--- src/rtl/mceg_pkg.sv ---
package mceg_pkg;

  typedef enum logic [1:0] {
    PLAN_BASE = 2'd0,
    PLAN_MID  = 2'd1,
    PLAN_FAST = 2'd2
  } plan_e;

  // Power state wins over the plan field; the reserved code maps to base.
  function automatic plan_e pick_plan(input logic [1:0] mode, input logic sleep);
    if (sleep) return PLAN_BASE;
    case (mode)
      2'b01:   return PLAN_MID;
      2'b10:   return PLAN_FAST;
      default: return PLAN_BASE;
    endcase
  endfunction

  function automatic int unsigned plan_period(input plan_e p,
                                              input int unsigned base_per,
                                              input int unsigned mid_per);
    return (p == PLAN_MID) ? mid_per : base_per;
  endfunction

  // Processor span in prescaler ticks: 2^(min(div,max)+2).
  function automatic int unsigned cpu_span(input int unsigned div,
                                           input int unsigned max_div);
    int unsigned d;
    d = (div > max_div) ? max_div : div;
    return 32'd1 << (d + 2);
  endfunction

endpackage

--- src/rtl/mceg_prescale.sv ---
module mceg_prescale
  import mceg_pkg::*;
#(
  parameter int unsigned PER_BASE = 4,
  parameter int unsigned PER_MID  = 3
) (
  input  logic       clk,
  input  logic       rst_n,
  input  logic [1:0] mode_i,
  input  logic       sleep_i,
  input  logic       ce_fast_i,
  output logic       base_tick,
  output logic       ce_cand,
  output plan_e      plan_q
);
  localparam int unsigned PER_MAX = (PER_BASE > PER_MID) ? PER_BASE : PER_MID;
  localparam int CW = (PER_MAX > 2) ? $clog2(PER_MAX) : 1;

  logic [CW-1:0] cnt_q;
  logic [CW-1:0] last_idx;
  logic [CW-1:0] half_idx;
  logic          fast_q;

  always_comb begin
    last_idx = CW'(plan_period(plan_q, PER_BASE, PER_MID) - 1);
    half_idx = CW'(PER_BASE / 2 - 1);
  end

  assign base_tick = (cnt_q == last_idx);
  assign ce_cand   = base_tick | ((plan_q == PLAN_FAST) && fast_q && (cnt_q == half_idx));

  always_ff @(posedge clk or negedge rst_n) begin
    if (!rst_n) begin
      cnt_q  <= '0;
      plan_q <= PLAN_BASE;
      fast_q <= 1'b0;
    end else if (base_tick) begin
      cnt_q  <= '0;
      plan_q <= pick_plan(mode_i, sleep_i);
      fast_q <= ce_fast_i;
    end else begin
      cnt_q  <= cnt_q + 1'b1;
    end
  end

  // the plan only moves at a terminal count
  p_plan_hold_r8: assert property (@(posedge clk) disable iff (!rst_n)
    !base_tick |=> $stable(plan_q));

  // sleep at the terminal count yields the base plan
  p_sleep_base_r6: assert property (@(posedge clk) disable iff (!rst_n)
    (base_tick && sleep_i) |=> (plan_q == PLAN_BASE));

endmodule

--- src/rtl/mceg_cpudiv.sv ---
module mceg_cpudiv
  import mceg_pkg::*;
#(
  parameter int DIVW    = 3,
  parameter int MAX_DIV = 6
) (
  input  logic            clk,
  input  logic            rst_n,
  input  logic            base_tick,
  input  logic [DIVW-1:0] div_i,
  output logic            cpu_cand,
  output logic            dbg_cand_raw
);
  localparam int CCW = MAX_DIV + 2;

  logic [CCW-1:0]  cnt_q;
  logic [CCW-1:0]  last_idx;
  logic [CCW-1:0]  mid_idx;
  logic [DIVW-1:0] div_q;

  always_comb begin
    last_idx = CCW'(cpu_span(32'(div_q), MAX_DIV) - 1);
    mid_idx  = CCW'(cpu_span(32'(div_q), MAX_DIV) / 2 - 1);
  end

  assign cpu_cand     = base_tick && (cnt_q == last_idx);
  assign dbg_cand_raw = base_tick && ((cnt_q == last_idx) || (cnt_q == mid_idx));

  always_ff @(posedge clk or negedge rst_n) begin
    if (!rst_n) begin
      cnt_q <= '0;
      div_q <= '0;
    end else if (base_tick) begin
      if (cnt_q == last_idx) begin
        cnt_q <= '0;
        div_q <= div_i;
      end else begin
        cnt_q <= cnt_q + 1'b1;
      end
    end
  end

  // the divide select only moves at a processor terminal count
  p_div_hold_r8: assert property (@(posedge clk) disable iff (!rst_n)
    !cpu_cand |=> $stable(div_q));

  // processor strobes sit on prescaler ticks
  p_cpu_on_tick_r1: assert property (@(posedge clk) disable iff (!rst_n)
    cpu_cand |-> base_tick);

endmodule

--- src/rtl/mceg_thin.sv ---
module mceg_thin #(
  parameter int unsigned DROP_N = 8
) (
  input  logic clk,
  input  logic rst_n,
  input  logic brown_i,
  input  logic cand_i,
  output logic pulse_o
);
  localparam int BW = $clog2(DROP_N);

  logic [BW-1:0] seen_q;
  logic          drop;

  assign drop = brown_i && cand_i && (seen_q == BW'(DROP_N - 1));

  always_ff @(posedge clk or negedge rst_n) begin
    if (!rst_n) begin
      seen_q  <= '0;
      pulse_o <= 1'b0;
    end else begin
      pulse_o <= cand_i && !drop;
      if (!brown_i)    seen_q <= '0;
      else if (cand_i) seen_q <= drop ? '0 : seen_q + 1'b1;
    end
  end

  // single-cycle strobes
  p_single_r9: assert property (@(posedge clk) disable iff (!rst_n)
    pulse_o |=> !pulse_o);

  // outside brownout every trigger reaches the output one cycle later
  p_pass_r9: assert property (@(posedge clk) disable iff (!rst_n)
    (cand_i && !brown_i) |=> pulse_o);

  // the eighth trigger inside brownout is swallowed
  p_drop_r7: assert property (@(posedge clk) disable iff (!rst_n)
    drop |=> !pulse_o);

endmodule

--- src/rtl/mclk_enable_gen.sv ---
module mclk_enable_gen
  import mceg_pkg::*;
#(
  parameter int unsigned PER_BASE = 4,
  parameter int unsigned PER_MID  = 3,
  parameter int          DIVW     = 3,
  parameter int          MAX_DIV  = 6,
  parameter int unsigned DROP_N   = 8
) (
  input  logic            clk,
  input  logic            rst_n,
  input  logic [1:0]      mode_sel,
  input  logic            ce_fast,
  input  logic [DIVW-1:0] cpu_div,
  input  logic            dbg_off,
  input  logic            sleep,
  input  logic            brownout,
  output logic            cpu_en,
  output logic            dbg_en,
  output logic            ce_en,
  output logic            adc_en
);
  localparam int N_OUT = 4;

  logic       base_tick;
  logic       ce_cand;
  logic       cpu_cand;
  logic       dbg_cand_raw;
  logic       dbg_cand;
  plan_e      plan_q;
  logic [N_OUT-1:0] cand;
  logic [N_OUT-1:0] pulse;

  mceg_prescale #(.PER_BASE(PER_BASE), .PER_MID(PER_MID)) u_pre (
    .clk       (clk),
    .rst_n     (rst_n),
    .mode_i    (mode_sel),
    .sleep_i   (sleep),
    .ce_fast_i (ce_fast),
    .base_tick (base_tick),
    .ce_cand   (ce_cand),
    .plan_q    (plan_q)
  );

  mceg_cpudiv #(.DIVW(DIVW), .MAX_DIV(MAX_DIV)) u_div (
    .clk          (clk),
    .rst_n        (rst_n),
    .base_tick    (base_tick),
    .div_i        (cpu_div),
    .cpu_cand     (cpu_cand),
    .dbg_cand_raw (dbg_cand_raw)
  );

  assign dbg_cand = dbg_cand_raw && !dbg_off;
  assign cand     = {dbg_cand, cpu_cand, ce_cand, base_tick};

  for (genvar g = 0; g < N_OUT; g++) begin : g_out
    mceg_thin #(.DROP_N(DROP_N)) u_thin (
      .clk     (clk),
      .rst_n   (rst_n),
      .brown_i (brownout),
      .cand_i  (cand[g]),
      .pulse_o (pulse[g])
    );
  end

  assign adc_en = pulse[0];
  assign ce_en  = pulse[1];
  assign cpu_en = pulse[2];
  assign dbg_en = pulse[3];

  // debug strobe is silenced the cycle after the disable is seen
  p_dbg_off_r5: assert property (@(posedge clk) disable iff (!rst_n)
    dbg_off |=> !dbg_en);

  // the converter strobe always follows a prescaler tick
  p_adc_tick_r3: assert property (@(posedge clk) disable iff (!rst_n)
    adc_en |-> $past(base_tick));

endmodule

--- config.mk ---
export PLATFORM = sky130hd
export DESIGN_NAME = mclk_enable_gen
export DESIGN_NICKNAME = d
export VERILOG_FILES = /design/src/rtl/mceg_pkg.sv /design/src/rtl/mceg_prescale.sv /design/src/rtl/mceg_cpudiv.sv /design/src/rtl/mceg_thin.sv /design/src/rtl/mclk_enable_gen.sv
export SDC_FILE = /design/constraint.sdc
export NUM_CORES = 1
export LEC_CHECK = 0
export BUFFER_PORTS_ARGS = -buffer_cell sky130_fd_sc_hd__buf_2
export CORE_AREA = 2 2 69 71
export CTS_CLUSTER_SIZE = 20
export DETAILED_ROUTE_END_ITERATION = 10
export DIE_AREA = 0 0 71 73
export GPL_TIMING_DRIVEN = 0
export SYNTH_ARGS = -nofsm -noshare
export SYNTH_HDL_FRONTEND = slang
export SYNTH_SLANG_ARGS = --single-unit
--- constraint.sdc ---
create_clock -name clk -period 3.2 [get_ports clk]
set_input_delay 0.16 -clock clk [delete_from_list [all_inputs] [get_ports clk]]
set_output_delay 0.16 -clock clk [all_outputs]
set_load 0.1 [all_outputs]
==> flow_summary.toml, run 1 <==
[global_route]
grt_pass1_wl_um = 6250
grtUsageMet3 = 0.0456
grt_usage = 0.154
grt_max_degree = 33
grtUsageMet1 = 0.208
grt_pass1_vias = 1319
use_met2 = 0.240
gr-total-overflow = 0
antenna_found_initial = 0
globalRoute.busiestLayer = "met2"

[hold_path]
min_from = "sleep"
holdCritPathClass = "in -> reg"

[floorplanning]
io_pins = 15
die_area_um2 = 5180
fp.dieW_um = 71
start_util = 0.420
core_area_um2 = 4540
std_cell_rows = 25
die_h_um = 73

[placed_design]
gp_congestion = 0.728
place.port_buffers = 14
dp_cells = 258
placed_area_um2 = 2040
place_hpwl_um = 2500

[critical_path]
worst-setup-path-type = "reg -> reg"
crit_arrival_ns = 2.94
end_kind = "flip-flop"
cp_max_fo = 9
crit_path_start_kind = "flip-flop"
worstRegToRegCells = 9
r2r_start = "u_div.div_q[1]"
startpoint = "u_div.div_q[1]"
r2r_slack_ns = 0.44
worstPathRequired_ns = 3.38
crit_path_end = "u_div.div_q[0]"
r2r_end = "u_div.div_q[0]"

[finish]
final_cell_mix = "32 x dfrtp_1, 28 x nand2_1, 15 x ha_1, 14 x buf_2, 11 x nor2b_1"
fin_cells = 267
final_common_cell = "dfrtp_1"
area_growth_pct = 12.6
drive_above_1_share = 0.155
stdcell_area_um2 = 2140
utilization = 0.473
antenna_cells = 0
final_nets = 238

[synth]
synth-simple-area-share = 0.218
ys_types = 43
synth_top_family_by_area = "simple AND/OR/NAND/NOR gates"
synth-xor-area-share = 0.0822
synthesis.area_um2 = 1900
synth_seq_cells = 32
yosys-mux-area-fraction = 0.0506
synth-seq-area-share = 0.421
ys_warn_count = 0
postSynthCellCount = 190
synth_compound_area_frac = 0.0940
synthAdderAreaFrac = 0.0986
synth_fp_nets = 216
avgSynthCellArea_um2 = 10.0

[timing]
worstMarginPinSlew_ns = 0.721
timing.fmax_ghz = 0.362
slew_viol_final = 0
finClkSkew_ns = 0.00949
relSlewSlack = 0.520
hold_viol_final = 0
rsz0062_at_grt = "no"
fin_crit_sh = 0.864
finalSetupTns_ns = 0
period_needed_ns = 2.76
setup_viol = 0

[route]
viasPerCell = 5.04
wl_per_cell_um = 13.0
totalWireLength_um = 3480
drc = 0
drt_iter0_drc = 56
via_count = 1345
ant_nets = 0
drt-pass1-iter-count = 4

[cts]
clkTransAtPathRegs_ns = 0.07
cts_resized = 0
clock-sinks = 32
clk_path_buf_depth = 2
cts_tree = "yes"
htree_levels = 2
root_buffer = "clkbuf_8"
cts_buffers = 5
insertion_delay_ns = 0.28

[power_and_ir_drop]
p_leak_nw = 0.994
vdd_drop_max_v = 0.000344
power_w = 0.00138
p_per_area_nw_per_um2 = 646

[job]
drv_cap = 0

[run_status]
status = "finished clean"
==> what timing repair did <==
item	CTS	global route
setup buffers	0	0
hold buffers	1	0
hold endpoints to repair	32	0
==> worst min-delay path by stage <==
stage | endpoint | slack (ns) | cells after the start
global route | u_pre.plan_q[1] | 0.08 | 2
global placement | g_out[1].u_thin.seen_q[0] | 0.27 | 1
CTS | u_pre.plan_q[1] | 0.06 | 2
detailed placement | g_out[1].u_thin.pulse_o | 0.27 | 1
floorplan | g_out[0].u_thin.pulse_o | -0.14 | 0
finish | u_pre.plan_q[1] | 0.07 | 2
==> cell usage after synthesis, drive strengths merged <==
cell     number  area [µm²]
nand3         6        30.0
a21oi         3        15.0
and3b         1        8.76
o21a          1        7.51
nor2         11        43.8
clkbuf        8        30.0
nor2b        11        68.8
o41ai         1        8.76
and2          1        6.26
a31oi         1        6.26
inv           4        15.0
o21ai         9        45.0
and3          2        12.5
xnor2        10        95.1
nand4bb       1        11.3
nand4         2        12.5
xor2          7        61.3
a21boi        5        41.3
a32o          1        21.3
nand2b        1        6.26
dfrtp        32         801
nor3          4        20.0
a22o          3        26.3
nand3b        2        15.0
a22oi         1        7.51
nand2        28         105
nor4          3        25.0
nor3b         2        20.0
and4bb        1        12.5
buf           2        22.5
and4          1        8.76
mux2          2        26.3
nand4b        1        8.76
ha           15         188
mux2i         7        70.1
==> worst max-delay path: stages (launching register included) <==
cell and delay [ns]:
dfrtp_1 0.48, inv_1 0.12, ha_1 0.38, nor3b_2 0.21, mux2i_1 0.35, xor2_1 0.13, nor4_2 0.36, and2_1 0.19
buf_6 0.15, mux2_4 0.30
==> power by group <==
group,internal [W],switching (W),total (W)
Clock,0.000172,0.000152,0.000324
Sequential,0.000492,0.0000739,0.000566
Combinational,0.000173,0.000322,0.000495
==> sequential cells by signal, indices dropped and copies added, names as in the netlist <==
signal	flops
u_pre.plan_q	2
u_pre.cnt_q	2
u_div.div_q	3
u_div.cnt_q	8
g_out.u_thin.seen_q	12
u_pre.fast_q	1
g_out.u_thin.pulse_o	4
==> routing by layer <==
metal / up-vias / share of wire / wire length (µm)
li1: 695 / - / -
met1: 638 / 0.50 / 1740
met3: 5 / 0.022 / 78
met4: 0 / 0.012 / 41
met5: - / 0 / 0
met2: 7 / 0.47 / 1620
==> cell type report <==
class,count,area (µm²)
Fill cell,417,2390
Timing Repair Buffer,15,80.1
Sequential cell,32,801
Buffer,10,52.6
Multi-Input combinational cell,144,1030
Clock inverter,2,10.0
Clock buffer,6,82.6
Inverter,4,15.0
Tap cell,54,67.6
==> per-stage QoR <==
stage / setup WS [ns] / hold slack, ns
4_1_cts: 0.421 / 0.0612
5_1_grt: 0.246 / 0.0764
2_1_floorplan: 0.716 / -0.136
3_5_place_dp: 0.438 / 0.269
3_3_place_gp: 0.430 / 0.266
6_report: 0.436 / 0.0677
==> kinds of logic after synthesis <==
kind of cell,after synthesis
AND/OR/NAND/NOR,78
flip-flops,32
AO/OA/AOI/OAI,25
XOR/XNOR,17
adder cells (fa/ha/maj),15
buffers and inverters,14
multiplexers,9
No activity file was read; power rests on OpenSTA's default activity.
==> run 2, diff against run 1 <==
--- a/config.mk
+++ b/config.mk
@@ -5,7 +5,7 @@
 export SDC_FILE = /design/constraint.sdc
 export NUM_CORES = 1
 export LEC_CHECK = 0
-export BUFFER_PORTS_ARGS = -buffer_cell sky130_fd_sc_hd__buf_2
+export BUFFER_PORTS_ARGS = -buffer_cell sky130_fd_sc_hd__buf_4
 export CORE_AREA = 2 2 69 71
 export CTS_CLUSTER_SIZE = 20
 export DETAILED_ROUTE_END_ITERATION = 10
==> run 2 against run 1 <==
Effect of this change:
- die area stayed put
- via count is 0.97% higher
- clock skew is 0.0022 ns lower
- critical path depth stayed put
- routed wire length is 2.6% higher
- core utilization is 0.25 points higher
- cell area is 0.53% higher
- critical path type unchanged
- largest power group unchanged
- highest routed layer unchanged
==> flow_summary.toml, run 2 (same netlist as run 1, synthesis figures left out) <==
[run_status]
status = "finished clean"

[cts]
htree_levels = 2
root_buffer = "clkbuf_8"
postCtsSetupRepairBufs = 0
clkTransAtPathRegs_ns = 0.06
clk_path_buf_depth = 2
cts_tree = "yes"
insertion_delay_ns = 0.28
cts_buffers = 5
clock-sinks = 32

[finish]
drive_above_1_share = 0.143
final_common_cell = "dfrtp_1"
final_nets = 238
utilization = 0.475
nFillCells = 423
area_growth_pct = 13.2
antenna_cells = 0
final_cell_mix = "32 x dfrtp_1, 28 x nand2_1, 15 x ha_1, 14 x buf_4, 11 x nor2b_1"
top_register = "g_out.u_thin.seen_q"
largest_register_ff_count = 12
reg_top3 = "g_out.u_thin.seen_q x12, u_div.cnt_q x8, g_out.u_thin.pulse_o x4"

[critical_path]
worstRegToRegCells = 9
cp_slowest_cell = "dfrtp_1"
r2r_end = "u_div.div_q[0]"
worst-setup-path-type = "reg -> reg"
r2r_slack_ns = 0.42
cp_max_fo = 9
worstPathRequired_ns = 3.36
crit_chain = "inv_1, ha_1, nor3b_2, mux2i_1, xor2_1, nor4_2, and2_1, buf_6, mux2_4"
critPathMaxStageDelay_ns = 0.48
crit_path_start_kind = "flip-flop"
crit_arrival_ns = 2.94
r2r_start = "u_div.div_q[1]"
cp.buffers_inverters = 2
crit_family = "simple AND/OR/NAND/NOR gates"
end_kind = "flip-flop"

[timing]
finalSetupTns_ns = 0
timing.fmax_ghz = 0.359
setup_viol = 0
hold_viol_final = 0
setup_slack_ns = 0.418
rsz0062_at_grt = "no"
fin_crit_sh = 0.869
finClkSkew_ns = 0.00724
slew_viol_final = 0
relSlewSlack = 0.617
worstMarginPinSlew_ns = 0.569
period_needed_ns = 2.78

[floorplanning]
std_cell_rows = 25
fp.dieW_um = 71
die_area_um2 = 5180
core_area_um2 = 4540
io_pins = 15
die_h_um = 73
start_util = 0.420

[hold_path]
holdCritPathClass = "in -> reg"
min_from = "mode_sel[0]"
holdPathStages = 2
min_to = "u_pre.plan_q[1]"

[route]
drc = 0
drt-pass1-iter-count = 4
ant_nets = 0
totalWireLength_um = 3570
via_count = 1358
viasPerCell = 5.14
wl_per_cell_um = 13.5
drt_iter0_drc = 71

[placed_design]
gp_congestion = 0.781
place.port_buffers = 14
place_hpwl_um = 2550
pre_cts_ws_ns = 0.427

[power_and_ir_drop]
p_seq_frac = 0.421
p_sw_frac = 0.397
p_per_area_nw_per_um2 = 626
switchingPower_w = 0.000535
power_frac_clock = 0.205
vdd_drop_max_v = 0.000256
combPwrFrac = 0.374
p_leak_nw = 0.987
p_int_w = 0.000814

[global_route]
antenna_found_initial = 0
grt_max_degree = 33
grt_usage = 0.159
grt_pass1_vias = 1312
gr-total-overflow = 0
grt_pass1_wl_um = 6290

[job]
drv_cap = 0
-- run 2: cell types whose count changed in the layout (fill, tap and decap cells not counted), sizes merged --
cell	before	now
clkbuf	14	13
clkinv	2	0
-- run 2: worst max path at each step --
stage               slack [ns]  depth (start not counted)           start        endpoint
floorplan                 0.72                          9  u_div.div_q[1]  u_div.div_q[0]
global placement          0.42                          9  u_div.div_q[1]  u_div.div_q[0]
detailed placement        0.43                          9  u_div.div_q[1]  u_div.div_q[0]
CTS                       0.42                          9  u_div.div_q[1]  u_div.div_q[0]
global route              0.18                          9  u_div.div_q[1]  u_div.div_q[0]
finish                    0.42                          9  u_div.div_q[1]  u_div.div_q[0]
-- run 2: layout make-up --
type                       instances  area [µm²]  area share
tap                               54        67.6      0.0314
sequential                        32         801       0.372
buffer                            10        52.6      0.0244
timing repair buffer              15         115      0.0534
clock buffer                       5        68.8      0.0319
inverter                           4        15.0     0.00697
multi-input combinational        144        1030       0.480
-- run 2: power by group through the flow --
| stage | Combinational [W] | Clock [W] | Sequential [W] |
|---|---|---|---|
| 2_1_floorplan | 0.000317 | 0 | 0.000632 |
| 3_3_place_gp | 0.000508 | 0 | 0.000574 |
| 3_5_place_dp | 0.000512 | 0 | 0.000573 |
| 4_1_cts | 0.000511 | 0.000287 | 0.000567 |
| 5_1_grt | 0.000565 | 0.000309 | 0.000580 |
| 6_report | 0.000505 | 0.000277 | 0.000568 |
-- run 2: through the flow --
| stage | std cells | instance area, µm² | total power [W] | hold WS, ns |
|---|---|---|---|---|
| after floorplan | 190 | 1900 | 0.000949 | -0.136 |
| after global placement | 258 | 2080 | 0.00108 | 0.131 |
| after detailed placement | 258 | 2080 | 0.00108 | 0.138 |
| after CTS | 264 | 2150 | 0.00137 | 0.0542 |
| after global routing | 264 | 2150 | 0.00146 | 0.0566 |
| final | 264 | 2150 | 0.00135 | 0.0624 |
-- run 2: routing by layer --
layer / GRT usage / share of wire / wire length, µm
met5: 0 / 0 / 0
met3: 0.0414 / 0.026 / 94
met4: 0.0692 / 0.019 / 68
met2: 0.245 / 0.45 / 1620
met1: 0.213 / 0.50 / 1790
-- run 2: timing repair --
action / 4_1_cts / 5_1_grt
hold buffers: 1 / 0
resized for setup: 0 / 0
hold endpoints to repair: 32 / 0
==> run 3, diff against run 2 <==
--- a/config.mk
+++ b/config.mk
@@ -6,10 +6,10 @@
 export NUM_CORES = 1
 export LEC_CHECK = 0
 export BUFFER_PORTS_ARGS = -buffer_cell sky130_fd_sc_hd__buf_4
-export CORE_AREA = 2 2 69 71
+export CORE_AREA = 2 2 57 85
 export CTS_CLUSTER_SIZE = 20
 export DETAILED_ROUTE_END_ITERATION = 10
-export DIE_AREA = 0 0 71 73
+export DIE_AREA = 0 0 59 87
 export GPL_TIMING_DRIVEN = 0
 export SYNTH_ARGS = -nofsm -noshare
 export SYNTH_HDL_FRONTEND = slang
==> run 3 against run 2 <==
Effect of this change:
- hold slack gained 0.0054 ns
- combinational power grew 3%
- final cell count shrank 1.5%
- non-clock buffer count is the same
- count of clock-buffer cells in the layout grew 2
- sequential cell count is the same
- worst setup slack gained 0.00074 ns
- register-to-register slack is essentially flat
- maximum frequency is essentially flat
- cell area grew 0.93%
- sequential share of layout area shrank 0.34 points
- clock skew shrank 0.0040 ns
- critical path type unchanged
==> flow_summary.toml, run 3 (same netlist as run 1, synthesis figures left out) <==
[run_status]
status = "finished clean"

[critical_path]
crit_cells = 9
cp.buffers_inverters = 2
end_kind = "flip-flop"
crit_chain = "inv_1, ha_1, nor3b_2, mux2i_1, xor2_1, nor4_2, and2_1, buf_6, mux2_4"
crit_arrival_ns = 2.95
cp_slowest_cell = "dfrtp_1"
crit_path_start_kind = "flip-flop"
critPathMaxStageDelay_ns = 0.48
cp_max_fo = 9
worstRegToRegCells = 9
worstPathRequired_ns = 3.37
worst-setup-path-type = "reg -> reg"
crit_family = "simple AND/OR/NAND/NOR gates"

[floorplanning]
io_pins = 15
die_area_um2 = 5130
start_util = 0.430
die_h_um = 87
std_cell_rows = 30
core_area_um2 = 4430
fp.dieW_um = 59

[timing]
finalSetupTns_ns = 0
finClkSkew_ns = 0.00322
rsz0062_at_grt = "no"
fin_crit_sh = 0.869
relSlewSlack = 0.596
timing.fmax_ghz = 0.360
setup_slack_ns = 0.419
slew_viol_final = 0
period_needed_ns = 2.78
worstMarginPinSlew_ns = 0.600
hold_viol_final = 0
setup_viol = 0

[cts]
cts_resized = 0
cts_buffers = 5
root_buffer = "clkbuf_8"
insertion_delay_ns = 0.28
cts_hold_buf = 1
clk_path_buf_depth = 2
clock-sinks = 32
postCtsSetupRepairBufs = 0
htree_levels = 2
cts_tree = "yes"
clkTransAtPathRegs_ns = 0.07

[power_and_ir_drop]
power_frac_clock = 0.236
p_leak_nw = 1.00
vdd_drop_max_v = 0.000390
switchingPower_w = 0.000562
combPwrFrac = 0.364
p_per_area_nw_per_um2 = 658
p_int_w = 0.000868
p_sw_frac = 0.393
p_seq_frac = 0.400

[global_route]
grt_usage = 0.180
grt_max_degree = 33
grt_pass1_wl_um = 6990
gr-total-overflow = 0
antenna_found_initial = 0
grt_pass1_vias = 1573

[placed_design]
place_hpwl_um = 3040
pre_cts_ws_ns = 0.428
dp_cells = 252
place.port_buffers = 14
gp_congestion = 0.812

[finish]
final_nets = 238
top_register = "g_out.u_thin.seen_q"
nFillCells = 437
final_common_cell = "dfrtp_1"
fin_cells = 260
antenna_cells = 0
largest_register_ff_count = 12
drive_above_1_share = 0.151
area_growth_pct = 14.3
reg_top3 = "g_out.u_thin.seen_q x12, u_div.cnt_q x8, g_out.u_thin.pulse_o x4"
final_cell_mix = "32 x dfrtp_1, 28 x nand2_1, 15 x ha_1, 14 x buf_4, 11 x nor2b_1"

[route]
drt-pass1-iter-count = 4
totalWireLength_um = 4010
via_count = 1449
ant_nets = 0
wl_per_cell_um = 15.4
viasPerCell = 5.57
drt_iter0_drc = 81
drc = 0

[job]
drv_cap = 0

[hold_path]
holdCritPathClass = "in -> reg"
holdPathStages = 3
==> run 3: changes by cell type in the layout (fill, tap and decap cells not counted), sizes merged <==
| cell | change |
|---|---|
| clkbuf | +2 |
==> run 3: layout make-up <==
| type | count | area (µm²) | share of cell area |
|---|---|---|---|
| clock buffers | 7 | 96.3 | 0.0443 |
| plain buffers | 10 | 52.6 | 0.0242 |
| multi-input cells | 144 | 1030 | 0.476 |
| repair buffers | 15 | 115 | 0.0529 |
| flip-flops and latches | 32 | 801 | 0.368 |
| well taps | 48 | 60.1 | 0.0276 |
| inverters | 4 | 15.0 | 0.00690 |
==> run 3: path summary, 6_finish.rpt <==
| path | slack (ns) | startpoint | end |
|---|---|---|---|
| worst max-delay path | 0.42 | u_div.div_q[1] | u_div.div_q[0] |
| worst min-delay path | 0.07 | ce_fast | u_pre.fast_q |
| worst max register to register | 0.42 | u_div.div_q[1] | u_div.div_q[0] |
| worst min register to register | 0.49 | u_pre.cnt_q[0] | u_pre.cnt_q[0] |
| max in group asynchronous | 2.55 | rst_n | u_pre.fast_q |
| min in group asynchronous | 0.34 | rst_n | g_out[3].u_thin.seen_q[1] |
==> run 3: worst reg2reg max path, cell delays in order, from the launching register on <==
cell and delay (ns):
dfrtp_1 0.48, inv_1 0.12, ha_1 0.39, nor3b_2 0.21, mux2i_1 0.36, xor2_1 0.13, nor4_2 0.35, and2_1 0.19
buf_6 0.14, mux2_4 0.30
==> run 3: power groups by stage <==
stage / Sequential, W / Combinational, W / Clock [W]
2_1_floorplan: 0.000632 / 0.000317 / 0
3_3_place_gp: 0.000570 / 0.000501 / 0
3_5_place_dp: 0.000580 / 0.000527 / 0
4_1_cts: 0.000572 / 0.000530 / 0.000342
5_1_grt: 0.000584 / 0.000579 / 0.000365
6_report: 0.000572 / 0.000520 / 0.000338
==> run 3: metal layers <==
metal  part of all wire  GRT usage
met1               0.40      0.194
met2               0.56      0.326
met3              0.027     0.0416
met4              0.018     0.0744
met5                  0          0
==> run 3: metrics by stage <==
step	area (µm²)	hold slack (ns)	utilization	total power (W)
floorplan	1900	-0.136	-	0.000949
global placement	2070	0.114	0.467	0.00107
detailed placement	2070	0.128	0.467	0.00111
CTS	2170	0.0715	0.491	0.00144
global route	2170	0.0722	0.491	0.00153
finish	2170	0.0678	0.491	0.00143
